### src/rtl/i2cs7_pkg.sv
package i2cs7_pkg;

    localparam int ADDR_W = 7;
    localparam int BYTE_W = 8;
    localparam int CNT_W  = $clog2(BYTE_W + 1);

    typedef enum logic [3:0] {
        ST_IDLE,
        ST_ADDR,
        ST_AACK,
        ST_RX,
        ST_RXHOLD,
        ST_RACK,
        ST_TXLOAD,
        ST_TX,
        ST_TXACK,
        ST_PARK
    } eng_state_t;

    typedef struct packed {
        logic scl;
        logic sda;
        logic start;
        logic stop;
        logic scl_rise;
        logic scl_fall;
    } line_ev_t;

    function automatic logic addr_hit(input logic [BYTE_W-1:0] first_byte,
                                      input logic [ADDR_W-1:0] mine);
        return first_byte[BYTE_W-1:1] == mine;
    endfunction

endpackage

### src/rtl/i2cs7_sync.sv
module i2cs7_sync #(
    parameter int STAGES = 2
) (
    input  logic clk,
    input  logic rst,
    input  logic din,
    output logic dout
);
    logic [STAGES-1:0] chain;

    always_ff @(posedge clk) begin
        if (rst) chain <= '1;
        else     chain <= {chain[STAGES-2:0], din};
    end

    assign dout = chain[STAGES-1];
endmodule

### src/rtl/i2cs7_events.sv
module i2cs7_events
    import i2cs7_pkg::*;
(
    input  logic     clk,
    input  logic     rst,
    input  logic     scl_s,
    input  logic     sda_s,
    output line_ev_t ev
);
    logic scl_q, sda_q;

    always_ff @(posedge clk) begin
        if (rst) begin
            scl_q <= 1'b1;
            sda_q <= 1'b1;
        end else begin
            scl_q <= scl_s;
            sda_q <= sda_s;
        end
    end

    always_comb begin
        ev.scl      = scl_s;
        ev.sda      = sda_s;
        ev.start    = scl_q & scl_s & sda_q & ~sda_s;
        ev.stop     = scl_q & scl_s & ~sda_q & sda_s;
        ev.scl_rise = ~scl_q & scl_s;
        ev.scl_fall = scl_q & ~scl_s;
    end
endmodule

### src/rtl/i2cs7_drive.sv
module i2cs7_drive #(
    parameter int HOLD_CYC = 3
) (
    input  logic clk,
    input  logic rst,
    input  logic clr,
    input  logic sched,
    input  logic sched_val,
    output logic sda_pull,
    output logic pend,
    output logic done
);
    localparam int HW = $clog2(HOLD_CYC + 1);

    logic [HW-1:0] hcnt;
    logic          val;

    always_ff @(posedge clk) begin
        if (rst || clr) begin
            hcnt     <= '0;
            val      <= 1'b0;
            pend     <= 1'b0;
            sda_pull <= 1'b0;
            done     <= 1'b0;
        end else begin
            done <= 1'b0;
            if (sched) begin
                pend <= 1'b1;
                val  <= sched_val;
                hcnt <= HW'(HOLD_CYC);
            end else if (pend) begin
                if (hcnt == '0) begin
                    sda_pull <= val;
                    pend     <= 1'b0;
                    done     <= 1'b1;
                end else begin
                    hcnt <= hcnt - 1'b1;
                end
            end
        end
    end
endmodule

### src/rtl/i2cs7_engine.sv
module i2cs7_engine
    import i2cs7_pkg::*;
#(
    parameter int HOLD_CYC    = 3,
    parameter int SYNC_STAGES = 2
) (
    input  logic              clk,
    input  logic              rst,
    input  logic              scl_i,
    input  logic              sda_i,
    output logic              scl_pull_o,
    output logic              sda_pull_o,
    input  logic [ADDR_W-1:0] own_addr_i,
    output logic              rx_valid_o,
    output logic [BYTE_W-1:0] rx_data_o,
    input  logic              rx_ready_i,
    output logic              tx_req_o,
    input  logic [BYTE_W-1:0] tx_data_i,
    input  logic              tx_ready_i
);
    localparam int NLINES = 2;

    logic [NLINES-1:0] raw_lines, syn_lines;
    assign raw_lines = {scl_i, sda_i};

    for (genvar g = 0; g < NLINES; g++) begin : g_sync
        i2cs7_sync #(.STAGES(SYNC_STAGES)) u_sync (
            .clk (clk),
            .rst (rst),
            .din (raw_lines[g]),
            .dout(syn_lines[g])
        );
    end

    line_ev_t ev;
    i2cs7_events u_ev (
        .clk  (clk),
        .rst  (rst),
        .scl_s(syn_lines[1]),
        .sda_s(syn_lines[0]),
        .ev   (ev)
    );

    eng_state_t        st;
    logic [CNT_W-1:0]  cnt;
    logic [BYTE_W-1:0] shreg;
    logic              rw, mack;
    logic              sched, sched_val;
    logic              drv_pend, drv_done;

    i2cs7_drive #(.HOLD_CYC(HOLD_CYC)) u_drv (
        .clk      (clk),
        .rst      (rst),
        .clr      (ev.start | ev.stop),
        .sched    (sched),
        .sched_val(sched_val),
        .sda_pull (sda_pull_o),
        .pend     (drv_pend),
        .done     (drv_done)
    );

    assign tx_req_o = (st == ST_TXLOAD);

    always_ff @(posedge clk) begin
        if (rst) begin
            st         <= ST_IDLE;
            cnt        <= '0;
            shreg      <= '0;
            rw         <= 1'b0;
            mack       <= 1'b0;
            rx_valid_o <= 1'b0;
            rx_data_o  <= '0;
            scl_pull_o <= 1'b0;
            sched      <= 1'b0;
            sched_val  <= 1'b0;
        end else begin
            sched <= 1'b0;
            if (drv_done) scl_pull_o <= 1'b0;
            if (ev.start) begin
                st         <= ST_ADDR;
                cnt        <= '0;
                rx_valid_o <= 1'b0;
                scl_pull_o <= 1'b0;
            end else if (ev.stop) begin
                st         <= ST_IDLE;
                cnt        <= '0;
                rx_valid_o <= 1'b0;
                scl_pull_o <= 1'b0;
            end else begin
                case (st)
                    ST_ADDR, ST_RX: begin
                        if (ev.scl_rise && cnt < CNT_W'(BYTE_W)) begin
                            shreg <= {shreg[BYTE_W-2:0], ev.sda};
                            cnt   <= cnt + 1'b1;
                        end else if (ev.scl_fall && cnt == CNT_W'(BYTE_W)) begin
                            if (st == ST_RX) begin
                                rx_valid_o <= 1'b1;
                                rx_data_o  <= shreg;
                                scl_pull_o <= 1'b1;
                                st         <= ST_RXHOLD;
                            end else if (addr_hit(shreg, own_addr_i)) begin
                                rw        <= shreg[0];
                                sched     <= 1'b1;
                                sched_val <= 1'b1;
                                st        <= ST_AACK;
                            end else begin
                                st <= ST_PARK;
                            end
                        end
                    end
                    ST_AACK: if (ev.scl_fall) begin
                        if (rw) begin
                            scl_pull_o <= 1'b1;
                            st         <= ST_TXLOAD;
                        end else begin
                            cnt       <= '0;
                            sched     <= 1'b1;
                            sched_val <= 1'b0;
                            st        <= ST_RX;
                        end
                    end
                    ST_RXHOLD: if (rx_ready_i) begin
                        rx_valid_o <= 1'b0;
                        sched      <= 1'b1;
                        sched_val  <= 1'b1;
                        st         <= ST_RACK;
                    end
                    ST_RACK: if (ev.scl_fall) begin
                        cnt       <= '0;
                        sched     <= 1'b1;
                        sched_val <= 1'b0;
                        st        <= ST_RX;
                    end
                    ST_TXLOAD: if (tx_ready_i) begin
                        shreg     <= tx_data_i;
                        cnt       <= '0;
                        sched     <= 1'b1;
                        sched_val <= ~tx_data_i[BYTE_W-1];
                        st        <= ST_TX;
                    end
                    ST_TX: if (ev.scl_fall) begin
                        sched <= 1'b1;
                        if (cnt == CNT_W'(BYTE_W - 1)) begin
                            sched_val <= 1'b0;
                            st        <= ST_TXACK;
                        end else begin
                            shreg     <= {shreg[BYTE_W-2:0], 1'b0};
                            sched_val <= ~shreg[BYTE_W-2];
                            cnt       <= cnt + 1'b1;
                        end
                    end
                    ST_TXACK: begin
                        if (ev.scl_rise) begin
                            mack <= ~ev.sda;
                        end else if (ev.scl_fall) begin
                            if (mack) begin
                                scl_pull_o <= 1'b1;
                                st         <= ST_TXLOAD;
                            end else begin
                                st <= ST_PARK;
                            end
                        end
                    end
                    default: ;
                endcase
            end
        end
    end

    AST_SDA_ONLY_SCL_LOW: assert property (@(posedge clk) disable iff (rst)
        (sda_pull_o != $past(sda_pull_o)) |-> !$past(ev.scl));

    AST_STRETCH_WHEN_WAITING: assert property (@(posedge clk) disable iff (rst)
        scl_pull_o |-> (st == ST_RXHOLD || st == ST_TXLOAD || sched || drv_pend || drv_done));

    AST_RX_HELD: assert property (@(posedge clk) disable iff (rst)
        (rx_valid_o && !rx_ready_i && !ev.start && !ev.stop) |=> (rx_valid_o && $stable(rx_data_o)));

    AST_START_REARM: assert property (@(posedge clk) disable iff (rst)
        ev.start |=> (st == ST_ADDR && cnt == '0 && !scl_pull_o && !sda_pull_o));

    AST_REQ_VALID_EXCL: assert property (@(posedge clk) disable iff (rst)
        !(tx_req_o && rx_valid_o));

    AST_PARK_SILENT: assert property (@(posedge clk) disable iff (rst)
        (st == ST_PARK && $past(st) == ST_PARK) |-> (!scl_pull_o && !rx_valid_o && !tx_req_o));

endmodule

### config.mk
export PLATFORM = sky130hd
export DESIGN_NAME = i2cs7_engine
export DESIGN_NICKNAME = d
export VERILOG_FILES = /design/src/rtl/i2cs7_pkg.sv /design/src/rtl/i2cs7_sync.sv /design/src/rtl/i2cs7_events.sv /design/src/rtl/i2cs7_drive.sv /design/src/rtl/i2cs7_engine.sv
export SDC_FILE = /design/constraint.sdc
export NUM_CORES = 1
export LEC_CHECK = 0
export BUFFER_PORTS_ARGS = -buffer_cell sky130_fd_sc_hd__buf_4
export CORE_UTILIZATION = 52
export DETAILED_ROUTE_END_ITERATION = 7
export PLACE_DENSITY = 0.77
export SLEW_MARGIN = 10
export SYNTH_ARGS = -nofsm -noshare
export SYNTH_HDL_FRONTEND = slang
export SYNTH_SLANG_ARGS = --single-unit
### constraint.sdc
create_clock -name clk -period 1.7 [get_ports clk]
set_input_delay 0.34 -clock clk [delete_from_list [all_inputs] [get_ports clk]]
set_output_delay 0.34 -clock clk [all_outputs]
set_load 0.005 [all_outputs]
==> results.py, run 1 <==
metrics = {
    "yosys": {
        "async_reset_ff_share_pct": 0,
        "syn-mean-instance-area_um2": 8.57,
        "synth_warnings": 0,
        "synth-simple-area-share_pct": 24.3,
        "synth_edf_count": 0,
        "synthXorXnorAreaFrac_pct": 3.27,
        "muxShareOfSynthArea_pct": 5.41,
        "ys_seq_area_share_pct": 34.9,
        "synth_top_family_by_area": "simple AND/OR/NAND/NOR gates",
        "synthAdderAreaFrac_pct": 1.56,
        "synth_seq_cells": 42,
        "synth.distinct_cells": 58,
        "synth-compound-area-share_pct": 24.1,
        "syn-num-nets": 305,
        "syn-instance-count": 281,
        "ys.flop_type": "dfxtp_1",
        "syn_area_mm2": 0.00241,
    },
    "floorplanning": {
        "coreArea_mm2": 0.00441,
        "rows": 24,
        "die_h_um": 70.0,
        "ios": 33,
        "die_x_um": 70.0,
        "start_util_pct": 54.5,
        "die_area_mm2": 0.00491,
    },
    "sta": {
        "slew_viol_final": 0,
        "hold_viol": 0,
        "setup_ws_ns": -0.157,
        "rsz0062_at_grt": "yes",
        "max_freq_ghz": 0.539,
        "period_needed_ns": 1.86,
        "clock-skew-final_ns": 0.0111,
        "finalCritPeriodShare_pct": 109,
        "relSlewSlack_pct": 68.0,
        "fin_setup_tns_ns": -2.71,
        "setup_violations": 27,
        "worstMarginPinSlew_ns": 0.478,
    },
    "routing": {
        "dr.pass1.iters": 6,
        "vias": 2856,
        "wl_per_cell_um": 21.2,
        "antenna_left": 0,
        "drt_iter0_markers": 306,
        "vias_per_cell": 6.51,
        "totalWireLength_mm": 9.29,
        "drc": 0,
    },
    "placed_design": {
        "gp_congestion": 0.945,
        "port_buffers": 32,
        "place_hpwl_mm": 5.09,
    },
    "critical_path": {
        "worstPathArrival_ns": 2.07,
        "crit_fanout": 8,
        "cp-start-kind": "flip-flop",
        "crit_start": "st[1]",
        "reg2reg_slack_ns": -0.16,
        "path_class": "flip-flop to flip-flop",
        "r2r.worst_path.cells": 7,
        "worstSetupEndpointType": "flip-flop",
        "timing.rr.start": "st[1]",
        "r2r-end": "st[0]",
        "required_ns": 1.91,
    },
    "finish": {
        "final-seq-area_um2": 863,
        "area_growth_pct": 58.1,
        "final_layout_size_suffix_gt1_share_pct": 50.4,
        "fill_cells": 220,
        "diodes": 0,
        "final_nets": 410,
        "layout_commonest_cell": "buf_4",
        "multi_input_area_mm2": 0.00176,
        "layout_common_cells": "buf_4 (97), dfxtp_1 (34), nor2_1 (33), o21ai_0 (15), nand2_1 (14)",
    },
    "grt": {
        "grt_pass1_wl_mm": 12.4,
        "antenna_found_initial": 0,
        "grt_usage_pct": 32.2,
        "gr-total-overflow": 0,
        "grt_pass1_vias": 2573,
        "grt_max_degree": 26,
    },
    "clocking": {
        "insertion_delay_ns": 0.30,
        "clkTransAtPathRegs_ns": 0.09,
        "clock_sinks": 42,
        "cts_root_buffer": "clkbuf_8",
        "cts_max_path_buffers": 2,
        "cts_max_level": 2,
        "cts_made_buffers": 5,
        "cts_tree": "yes",
    },
    "pwr": {
        "p_leak_uw": 0.00150,
        "vdd_ir_drop_max_mv": 0.541,
        "power_density_mw_per_mm2": 608,
        "power.total_uw": 2320,
    },
    "job": {
        "max_cap_viol_count": 0,
    },
    "hold_path": {
        "hp-class": "input pin to flip-flop",
        "min_to": "g_sync[0].u_sync.chain[0]",
        "min_from": "sda_i",
        "worstHoldPathCells": 2,
    },
    "outcome": {
        "outcome": "finished, violations left",
        "violations": "negative setup slack",
    },
}
[how the worst max path moves through the flow]
stage / cells past startpoint / slack, ns / to
after global placement: 5 / -0.23 / st[0]
after detailed placement: 5 / -0.15 / st[0]
after floorplan: 7 / 0.02 / shreg[0]
final: 7 / -0.16 / st[0]
after global routing: 7 / -0.23 / shreg[1]
after CTS: 8 / -0.11 / st[1]
[logic make-up after synthesis]
logic type	after synthesis
XOR/XNOR	9
multiplexers	13
buffers and inverters	26
adder cells (fa/ha/maj)	3
AND/OR/NAND/NOR	109
flip-flops	42
AO/OA/AOI/OAI	79
[what timing repair did]
item | CTS | global route
gates cloned | 1 | 1
pin swaps | 7 | 25
hold endpoints to repair | 0 | 0
hold buffers | 0 | 0
endpoints found under the setup margin | 29 | 29
buffers inserted | 8 | 12
gates resized for setup | 32 | 65
[registers in the layout (all words and copies together) (netlist names), 2 cells and up]
name                 cells
cnt                      4
rx_data_o                8
g_sync.u_sync.chain      4
u_drv.hcnt               2
shreg                    8
st                       4
[area by class of cell]
cell class | instances | share of cell area, %
clock buffers | 6 | 1.91
repair buffers | 114 | 25.3
inverters | 10 | 1.12
multi-input cells | 213 | 46.3
well taps | 52 | 1.71
flip-flops and latches | 42 | 22.7
clock inverters | 2 | 0.987
[stage by stage]
step / std cells / setup slack, ns / utilization, % / instance area, um2 / hold WS (ns)
2_1_floorplan: 281 / 0.0208 / - / 2420 / 0.389
3_3_place_gp: 411 / -0.234 / 70.7 / 3120 / 0.391
3_5_place_dp: 411 / -0.147 / 70.7 / 3120 / 0.397
4_1_cts: 428 / -0.107 / 77.4 / 3410 / 0.219
5_1_grt: 439 / -0.227 / 86.2 / 3800 / 0.220
6_report: 439 / -0.157 / 86.2 / 3800 / 0.221
[synthesized netlist by cell type, types with 6 or more instances]
master / number / area share, %
nor2_1: 36 / 5.6
or2_2: 6 / 1.6
dfxtp_1: 42 / 35
nor2b_1: 7 / 1.8
inv_1: 10 / 1.6
nand2_1: 14 / 2.2
a311oi_1: 9 / 3.3
xor2_1: 7 / 2.5
a21oi_1: 15 / 3.1
mux2i_1: 13 / 5.4
o21ai_0: 20 / 4.2
nor3_1: 8 / 1.7
[power by group]
part	switching, uW	internal (uW)	total [uW]
Combinational	246	223	469
Sequential	28.7	1000	1030
Clock	374	439	813
Total	649	1670	2320
[layer usage]
layer	up-vias	GRT usage (%)	wire [um]
met5	-	0	0
met4	0	16.4	521
met3	59	5.48	767
met2	209	54.9	4550
met1	1351	38.8	3450
li1	1237	-	-
[worst max-delay path, cell delays in order (launching register included)]
cell      delay (ns)
dfxtp_4         0.39
buf_8           0.14
nor2b_1         0.22
buf_4           0.16
nor2_1          0.04
o32ai_1         0.32
o21ai_0         0.19
a311oi_2        0.30
Power figures use the tool's default switching activity.
==> inputs of run 2 (changes only) <==
PLACE_DENSITY = 0.72   (was 0.77)
==> run 2 against run 1 <==
The run still ends with negative setup slack left. Count of clock-buffer cells in the layout unchanged. Global-route usage decreased by 2.3 points. First-iteration DRC count increased by 6.5%. Core utilization decreased by 2.3 points. Hold slack improved by 0.0060 ns. Via count decreased by 4.7%. Setup slack improved by 0.060 ns. Wire length decreased by 11%. Sequential cell count unchanged. Cell count increased by 0.23%. Critical path type unchanged. Largest cell class unchanged. Largest power group unchanged.
==> results.py, run 2 (same netlist as run 1, synthesis figures left out) <==
metrics = {
    "job": {
        "max_cap_viol_count": 0,
    },
    "critical_path": {
        "worstSetupEndpointType": "flip-flop",
        "path_cells": "ha_4 > nand3b_1 > nand3_2 > a2111oi_4 > buf_4 > buf_12 > nor2_1 > a311oi_1",
        "r2r.worst_path.cells": 8,
        "worstPathArrival_ns": 2.02,
        "required_ns": 1.92,
        "slowest_delay_ns": 0.37,
        "critPathSlowestCell": "dfxtp_4",
        "crit_buf_inv": 2,
        "path_class": "flip-flop to flip-flop",
        "cp-start-kind": "flip-flop",
        "r2r-end": "shreg[4]",
        "timing.rr.start": "cnt[0]",
        "path_delay_family": "compound AO/OA/AOI/OAI gates",
        "crit_fanout": 8,
        "reg2reg_slack_ns": -0.1,
    },
    "grt": {
        "grt_pass1_wl_mm": 11.5,
        "gr-total-overflow": 0,
        "grt_usage_pct": 30.0,
        "grt_max_degree": 25,
        "antenna_found_initial": 0,
        "grt_pass1_vias": 2366,
    },
    "routing": {
        "drt_iter0_markers": 326,
        "totalWireLength_mm": 8.22,
        "drc": 0,
        "vias": 2722,
        "vias_per_cell": 6.19,
        "dr.pass1.iters": 5,
        "antenna_left": 0,
        "wl_per_cell_um": 18.7,
    },
    "clocking": {
        "cts_max_level": 2,
        "cts_made_buffers": 5,
        "cts_max_path_buffers": 2,
        "clock_sinks": 42,
        "clkTransAtPathRegs_ns": 0.09,
        "cts_tree": "yes",
        "cts_root_buffer": "clkbuf_8",
        "insertion_delay_ns": 0.30,
    },
    "hold_path": {
        "min_to": "g_sync[0].u_sync.chain[0]",
        "hp-class": "input pin to flip-flop",
        "worstHoldPathCells": 2,
        "min_from": "sda_i",
    },
    "finish": {
        "layout_common_cells": "buf_4 (100), nor2_1 (33), dfxtp_1 (33), o21ai_0 (19), a21oi_1 (13)",
        "fill_cells": 258,
        "multi_input_area_mm2": 0.00169,
        "final_nets": 411,
        "final-seq-area_um2": 865,
        "top_regs": "rx_data_o x8, shreg x8",
        "layout_commonest_cell": "buf_4",
        "diodes": 0,
        "area_growth_pct": 53.9,
        "final_layout_size_suffix_gt1_share_pct": 48.5,
    },
    "pwr": {
        "power.total_uw": 2160,
        "p_leak_uw": 0.00153,
        "power_density_mw_per_mm2": 583,
        "vdd_ir_drop_max_mv": 0.528,
    },
    "floorplanning": {
        "rows": 24,
        "die_h_um": 70.0,
        "die_area_mm2": 0.00491,
        "ios": 33,
        "start_util_pct": 54.5,
        "die_x_um": 70.0,
        "coreArea_mm2": 0.00441,
    },
    "sta": {
        "setup_violations": 18,
        "period_needed_ns": 1.80,
        "finalCritPeriodShare_pct": 106,
        "slew_viol_final": 0,
        "relSlewSlack_pct": 68.1,
        "hold_viol": 0,
        "clock-skew-final_ns": 0.0114,
        "setup_ws_ns": -0.0966,
        "max_freq_ghz": 0.557,
        "rsz0062_at_grt": "yes",
        "worstMarginPinSlew_ns": 0.476,
    },
    "outcome": {
        "outcome": "finished, violations left",
        "violations": "negative setup slack",
    },
    "placed_design": {
        "place_hpwl_mm": 5.08,
        "pre_cts_ws_ns": -0.352,
        "gp_congestion": 0.998,
        "port_buffers": 32,
    },
}
[run 2: timing repair]
item,in CTS,in global routing
pin swaps,9,19
setup buffers,10,8
setup endpoints to repair,29,28
resized for setup,35,44
cloned,0,1
hold buffers,0,0
[run 2: layout make-up]
cell class	instances	area share [%]
Timing Repair Buffer	115	25.5
Clock inverter	2	0.338
Inverter	10	1.15
Sequential cell	42	23.3
Multi-Input combinational cell	213	45.7
Tap cell	52	1.76
Clock buffer	6	2.23
[run 2: worst max path at each step]
stage                     startpoint       end  depth (start not counted)
final                         cnt[0]  shreg[4]                          8
after global routing          cnt[0]  shreg[1]                          8
after CTS                     cnt[0]     sched                          8
after detailed placement      cnt[0]     sched                          8
after global placement         st[0]     sched                          5
after floorplan               cnt[1]  shreg[0]                          7
[run 2: per-stage QoR]
step                      instances  utilization [%]  setup TNS, ns  instance area [um2]  hold slack (ns)
after floorplan                 281                -              0                 2420            0.389
after global placement          417             71.4          -2.05                 3150            0.394
after detailed placement        417             71.4          -2.63                 3150            0.399
after CTS                       431             77.8        -0.0575                 3430            0.222
after global routing            440             83.9          -2.49                 3700            0.220
final                           440             83.9          -1.08                 3700            0.227
[run 2: per-layer routing]
| metal | vias up | global-route usage, % | share of wire, % | wire (um) |
|---|---|---|---|---|
| li1 | 1242 | - | - | - |
| met1 | 1268 | 38.8 | 38 | 3160 |
| met2 | 162 | 48.8 | 48 | 3960 |
| met3 | 50 | 5.63 | 8.2 | 673 |
| met4 | 0 | 12.4 | 5.3 | 437 |
| met5 | - | 0 | 0 | 0 |
[run 2: worst reg2reg max path, delay by kind of cell (launching register included)]
kind	cells	cell delay, ns
buf+inv	2	0.32
compound gates	2	0.52
fa+ha+maj	1	0.17
simple gates	3	0.34
flops	1	0.37
[run 2: where the power goes]
| group | total, uW | internal [uW] | switching, uW | leakage (uW) |
|---|---|---|---|---|
| Combinational | 431 | 215 | 216 | 0.00113 |
| Sequential | 1030 | 1000 | 25.9 | 0.000345 |
| Clock | 698 | 327 | 371 | 0.0000472 |
| Total | 2160 | 1550 | 613 | 0.00153 |
